<file path="config.mk">
export PLATFORM = sky130hd
export DESIGN_NAME = hw_ctl_seq
export DESIGN_NICKNAME = d
export VERILOG_FILES = /design/src/rtl/hw_ctl_pkg.sv /design/src/rtl/hw_step_ring.sv /design/src/rtl/hw_instr_reg.sv /design/src/rtl/hw_strobe_dec.sv /design/src/rtl/hw_ctl_seq.sv
export SDC_FILE = /design/constraint.sdc
export NUM_CORES = 1
export LEC_CHECK = 0
export ABC_CLOCK_PERIOD_IN_PS = 1200
export BUFFER_PORTS_ARGS = -buffer_cell sky130_fd_sc_hd__buf_2
export CELL_PAD_IN_SITES_DETAIL_PLACEMENT = 0
export CELL_PAD_IN_SITES_GLOBAL_PLACEMENT = 2
export CORE_MARGIN = 10
export CORE_UTILIZATION = 25
export CTS_CLUSTER_SIZE = 14
export DETAILED_ROUTE_END_ITERATION = 10
export PLACE_DENSITY = 0.82
export SYNTH_ARGS = -nofsm -noshare
export SYNTH_HDL_FRONTEND = slang
export SYNTH_SLANG_ARGS = --single-unit
</file>
<file path="constraint.sdc">
create_clock -name clk -period 1.2 [get_ports clk]
set_input_delay 0.24 -clock clk [delete_from_list [all_inputs] [get_ports clk]]
set_output_delay 0.24 -clock clk [all_outputs]
set_load 0.01 [all_outputs]
</file>
<file path="src/rtl/hw_ctl_pkg.sv">
package hw_ctl_pkg;
  localparam int STEPS  = 5;
  localparam int OP_W   = 2;
  localparam int NUM_OP = 3;

  typedef enum logic [OP_W-1:0] {
    OP_FIRST  = 2'b00,
    OP_SECOND = 2'b01,
    OP_THIRD  = 2'b10,
    OP_BAD    = 2'b11
  } op_e;

  typedef struct packed {
    logic ra_load;
    logic ra_drive;
    logic rb_load;
    logic rb_drive;
    logic rc_load;
    logic rc_drive;
    logic rd_load;
    logic rd_drive;
    logic pc_drive;
    logic z_drive;
    logic seq_done;
  } strobe_t;
endpackage

</file>
<file path="src/rtl/hw_step_ring.sv">
module hw_step_ring #(
  parameter int N = 5
) (
  input  logic         clk,
  input  logic         rst,
  output logic [N-1:0] step,
  output logic         wrap
);
  localparam logic [N-1:0] FIRST = {{(N-1){1'b0}}, 1'b1};

  assign wrap = step[N-1];

  always_ff @(posedge clk) begin
    if (rst) step <= FIRST;
    else     step <= {step[N-2:0], step[N-1]};
  end
endmodule

</file>
<file path="src/rtl/hw_instr_reg.sv">
module hw_instr_reg
  import hw_ctl_pkg::*;
#(
  parameter int W  = OP_W,
  parameter int NI = NUM_OP
) (
  input  logic          clk,
  input  logic          rst,
  input  logic          load,
  input  logic [W-1:0]  op_in,
  output logic [W-1:0]  op_q,
  output logic [NI-1:0] op_hot
);
  always_ff @(posedge clk) begin
    if (rst || load) op_q <= op_in;
  end

  // one-hot decode of each legal code; illegal codes give all zeros
  for (genvar i = 0; i < NI; i++) begin : g_dec
    assign op_hot[i] = (op_q == W'(i));
  end
endmodule

</file>
<file path="src/rtl/hw_strobe_dec.sv">
module hw_strobe_dec
  import hw_ctl_pkg::*;
#(
  parameter int N  = STEPS,
  parameter int NI = NUM_OP
) (
  input  logic [N-1:0]  t,
  input  logic [NI-1:0] i,
  output strobe_t       s
);
  logic legal;
  assign legal = |i;

  always_comb begin
    s.ra_load  = (t[0] & i[0]) | (t[1] & i[2]) | (t[3] & i[2]) | (t[2] & legal);
    s.ra_drive = (t[1] & i[1]) | (t[0] & i[2]);
    s.rb_load  = (t[1] & (i[0] | i[1])) | (t[3] & (i[0] | i[1]));
    s.rb_drive = (t[0] & (i[0] | i[1])) | (t[1] & i[2]);
    s.rc_load  = t[0] & (i[0] | i[1]);
    s.rc_drive = t[3] & (i[0] | i[1]);
    s.rd_load  = t[0] & (i[1] | i[2]);
    s.rd_drive = t[3] & i[2];
    s.pc_drive = t[1] & i[0];
    s.z_drive  = t[2] & legal;
    s.seq_done = t[N-1];
  end
endmodule

</file>
<file path="src/rtl/hw_ctl_seq.sv">
module hw_ctl_seq
  import hw_ctl_pkg::*;
(
  input  logic            clk,
  input  logic            rst,
  input  logic [OP_W-1:0] opcode,
  output logic            ra_load,
  output logic            ra_drive,
  output logic            rb_load,
  output logic            rb_drive,
  output logic            rc_load,
  output logic            rc_drive,
  output logic            rd_load,
  output logic            rd_drive,
  output logic            pc_drive,
  output logic            z_drive,
  output logic            seq_done
);
  logic [STEPS-1:0]  step_oh;
  logic              wrap;
  logic [OP_W-1:0]   ir_q;
  logic [NUM_OP-1:0] ir_hot;
  strobe_t           s;

  hw_step_ring #(.N(STEPS)) u_ring (
    .clk(clk), .rst(rst), .step(step_oh), .wrap(wrap)
  );

  hw_instr_reg #(.W(OP_W), .NI(NUM_OP)) u_ir (
    .clk(clk), .rst(rst), .load(wrap), .op_in(opcode),
    .op_q(ir_q), .op_hot(ir_hot)
  );

  hw_strobe_dec #(.N(STEPS), .NI(NUM_OP)) u_dec (
    .t(step_oh), .i(ir_hot), .s(s)
  );

  assign ra_load  = s.ra_load;
  assign ra_drive = s.ra_drive;
  assign rb_load  = s.rb_load;
  assign rb_drive = s.rb_drive;
  assign rc_load  = s.rc_load;
  assign rc_drive = s.rc_drive;
  assign rd_load  = s.rd_load;
  assign rd_drive = s.rd_drive;
  assign pc_drive = s.pc_drive;
  assign z_drive  = s.z_drive;
  assign seq_done = s.seq_done;
endmodule

</file>
==> impl_metrics.py <==
metrics = {
    "run_status": {
        "status": "finished with violations",
        "violations": "setup timing",
    },
    "clocking": {
        "cts_root_buf": "clkbuf_4",
        "post-cts-setup-buffers": 0,
        "cts.sinks": 7,
        "cts_tree": "yes",
        "cts-hold-fix-buffers": 0,
        "clk_path_buf_depth": 2,
        "cts_made_buffers": 3,
        "clk_latency_ps": 250,
        "htree_levels": 1,
        "clk_pin_slew_worst_paths_ps": 50,
    },
    "setup_path": {
        "arrival_ps": 1290,
        "reg2reg_to": "u_ir.op_q[0]",
        "reg2reg_depth": 1,
        "crit_type": "reg -> out",
        "r2r_start": "u_ring.step[4]",
        "r2r_setup_slack_ps": 400,
        "required_ps": 960,
        "cp_max_fo": 3,
        "end_kind": "output pin",
        "start_kind": "flip-flop",
    },
    "floorplan": {
        "die_area_sq_um": 3350,
        "rows": 13,
        "die_y_microns": 57.9,
        "start_util": 0.269,
        "core_area_sq_um": 1330,
        "fp.dieW_microns": 57.9,
        "io_pins": 15,
    },
    "yosys": {
        "yosysTopAreaCell": "dfxtp_1",
        "yosys-top-cells-area": "dfxtp_1 (28%), edfxtp_1 (17%), ha_1 (14%), nor2b_1 (7.0%), nor2b_4 (3.8%)",
        "synth.most_common_cell": "dfxtp_1",
        "synth.top_cells.by_count": "dfxtp_1 (5), ha_1 (4), nor2b_1 (4), inv_1 (3), nand2_1 (3)",
        "synth-edff-count": 2,
        "synthArstFlopShare": 0,
        "synth_compound_area_frac": 0.0627,
        "synthAdderAreaFrac": 0.139,
        "syn_nets": 43,
        "synthXorXnorAreaFrac": 0,
        "netlist.area_leader.share": 0.279,
        "synth-seq-area-share": 0.446,
        "syn_inst": 35,
        "synth-main-ff-cell": "dfxtp_1",
        "syn_avg_cell_area_sq_um": 10.3,
        "synth.cell_area_sq_um": 359,
        "synth-seq-cells": 7,
        "synth-simple-area-share": 0.321,
        "synth_top_family_by_area": "simple AND/OR/NAND/NOR gates",
        "yosysUniqueCellTypes": 17,
        "ys_warn_count": 0,
        "muxShareOfSynthArea": 0,
    },
    "global_routing": {
        "grt_pass1_vias": 286,
        "grt_first_pass_wirelength_microns": 1310,
        "grt_overflow_total": 0,
        "grtUsageTotal": 0.0502,
        "grt_max_degree": 7,
        "antenna_found_initial": 0,
    },
    "drt": {
        "dr_wl_met2_microns": 296,
        "via_count": 280,
        "ant_nets": 0,
        "wl_met3_microns": 85,
        "wire_per_inst_microns": 11.0,
        "drc": 0,
        "via_per_inst": 4.12,
        "highest_layer": "met3",
        "drt-met1-wl_microns": 367,
        "drt_iter0_markers": 0,
        "routed_wl_microns": 749,
        "firstDrtPassIters": 1,
    },
    "placed_design": {
        "placed_cells": 64,
        "port_buffers": 14,
        "dp_hpwl_microns": 588,
        "place_ws_ps": -99.9,
        "place_congestion": 0.720,
    },
    "hold_path": {
        "hp-start": "opcode[0]",
        "hold_path_class": "in -> reg",
        "holdPathStages": 1,
        "holdPathEnd": "u_ir.op_q[0]",
    },
    "final_layout": {
        "final_nets": 62,
        "drive_gt1_frac": 0.566,
        "synthToLayoutAreaGrowth_pct": 50.9,
        "instances_no_fill": 68,
        "diodes": 0,
    },
    "sta": {
        "setup_ws_ps": -333,
        "rsz0062_at_grt": "yes",
        "clock_skew_ps": 3.32,
        "finalSetupViolCount": 10,
        "fin_crit_ps": 1530,
        "hold_violations": 0,
        "max_clock_freq_mhz": 652,
        "relSlewSlack": 0.855,
        "tightest_slew_ps": 216,
        "hold-worst-slack_ps": 169,
        "timing_max_transition_violations_final": 0,
        "finalCritPeriodShare": 1.28,
    },
    "power_and_ir_drop": {
        "p_leak_nw": 0.251,
        "cellPowerDensity_nw_per_um2": 1080,
        "ir_drop_mv": 0.511,
    },
    "job": {
        "cap_viol_max_count": 0,
    },
}
-- timing repair --
action                     CTS  global route
resized for setup            9             5
pin swaps                    1             1
setup endpoints to repair   10            10
-- per-layer routing --
layer | up-vias | global-route usage
met5 | - | 0
met4 | 0 | 0.0403
met3 | 0 | 0.0370
met2 | 13 | 0.0629
met1 | 121 | 0.0549
li1 | 146 | -
-- critical path, stage by stage, from the launching register on --
cell and delay, ps:
edfxtp_1 460, inv_2 140, ha_4 210, and2_4 130, buf_6 110
-- through the flow --
stage | TNS, ps | cell area (sq um) | total power, W | util
finish | -2950 | 542 | 0.000583 | 0.406
global route | -3920 | 542 | 0.000630 | 0.406
CTS | -2810 | 507 | 0.000583 | 0.380
detailed placement | -642 | 448 | 0.000354 | 0.336
global placement | -535 | 448 | 0.000353 | 0.336
floorplan | 0 | 359 | 0.000320 | -
-- layout by cell type (no fill, tap or decap), drive strengths merged --
master	synthesis	layout
o21ai	2	2
clkbuf	0	4
ha	4	4
a22o	1	1
and2	3	3
nor2	3	3
nand2	3	3
nor2b	6	6
edfxtp	2	2
nand3b	1	1
dfxtp	5	5
or2	2	2
inv	3	3
buf	0	14
-- where the power goes --
group	internal [W]	switching, W	leakage (nW)
Sequential	0.000255	0.0000135	0.0609
Combinational	0.0000571	0.0000481	0.175
Clock	0.000127	0.0000827	0.0150
-- how the worst max path moves through the flow --
| stage | start | end | slack (ps) |
|---|---|---|---|
| after floorplan | u_ir.op_q[0] | ra_load | 40 |
| after global placement | u_ir.op_q[0] | rc_drive | -80 |
| after detailed placement | u_ir.op_q[0] | rb_drive | -100 |
| after CTS | u_ir.op_q[0] | ra_load | -320 |
| after global routing | u_ir.op_q[0] | rc_drive | -430 |
| final | u_ir.op_q[0] | rd_load | -330 |
-- layout make-up --
cell class	count	area, sq um
Fill cell	147	792
Multi-Input combinational cell	25	230
Sequential cell	7	160
Timing Repair Buffer	14	95.1
Clock buffer	4	26.3
Tap cell	15	18.8
Inverter	3	11.3
-- sequential cells by signal, summed over array words and instances (netlist names) --
register	cells
u_ring.step	5
u_ir.op_q	2
-- kinds of logic (layout without fill, tap and decap cells) --
kind of cell             Yosys count  after routing
buffers and inverters              3             21
flip-flops                         7              7
AO/OA/AOI/OAI                      3              3
AND/OR/NAND/NOR                   18             18
adder cells (fa/ha/maj)            4              4
Power figures use the tool's default switching activity.
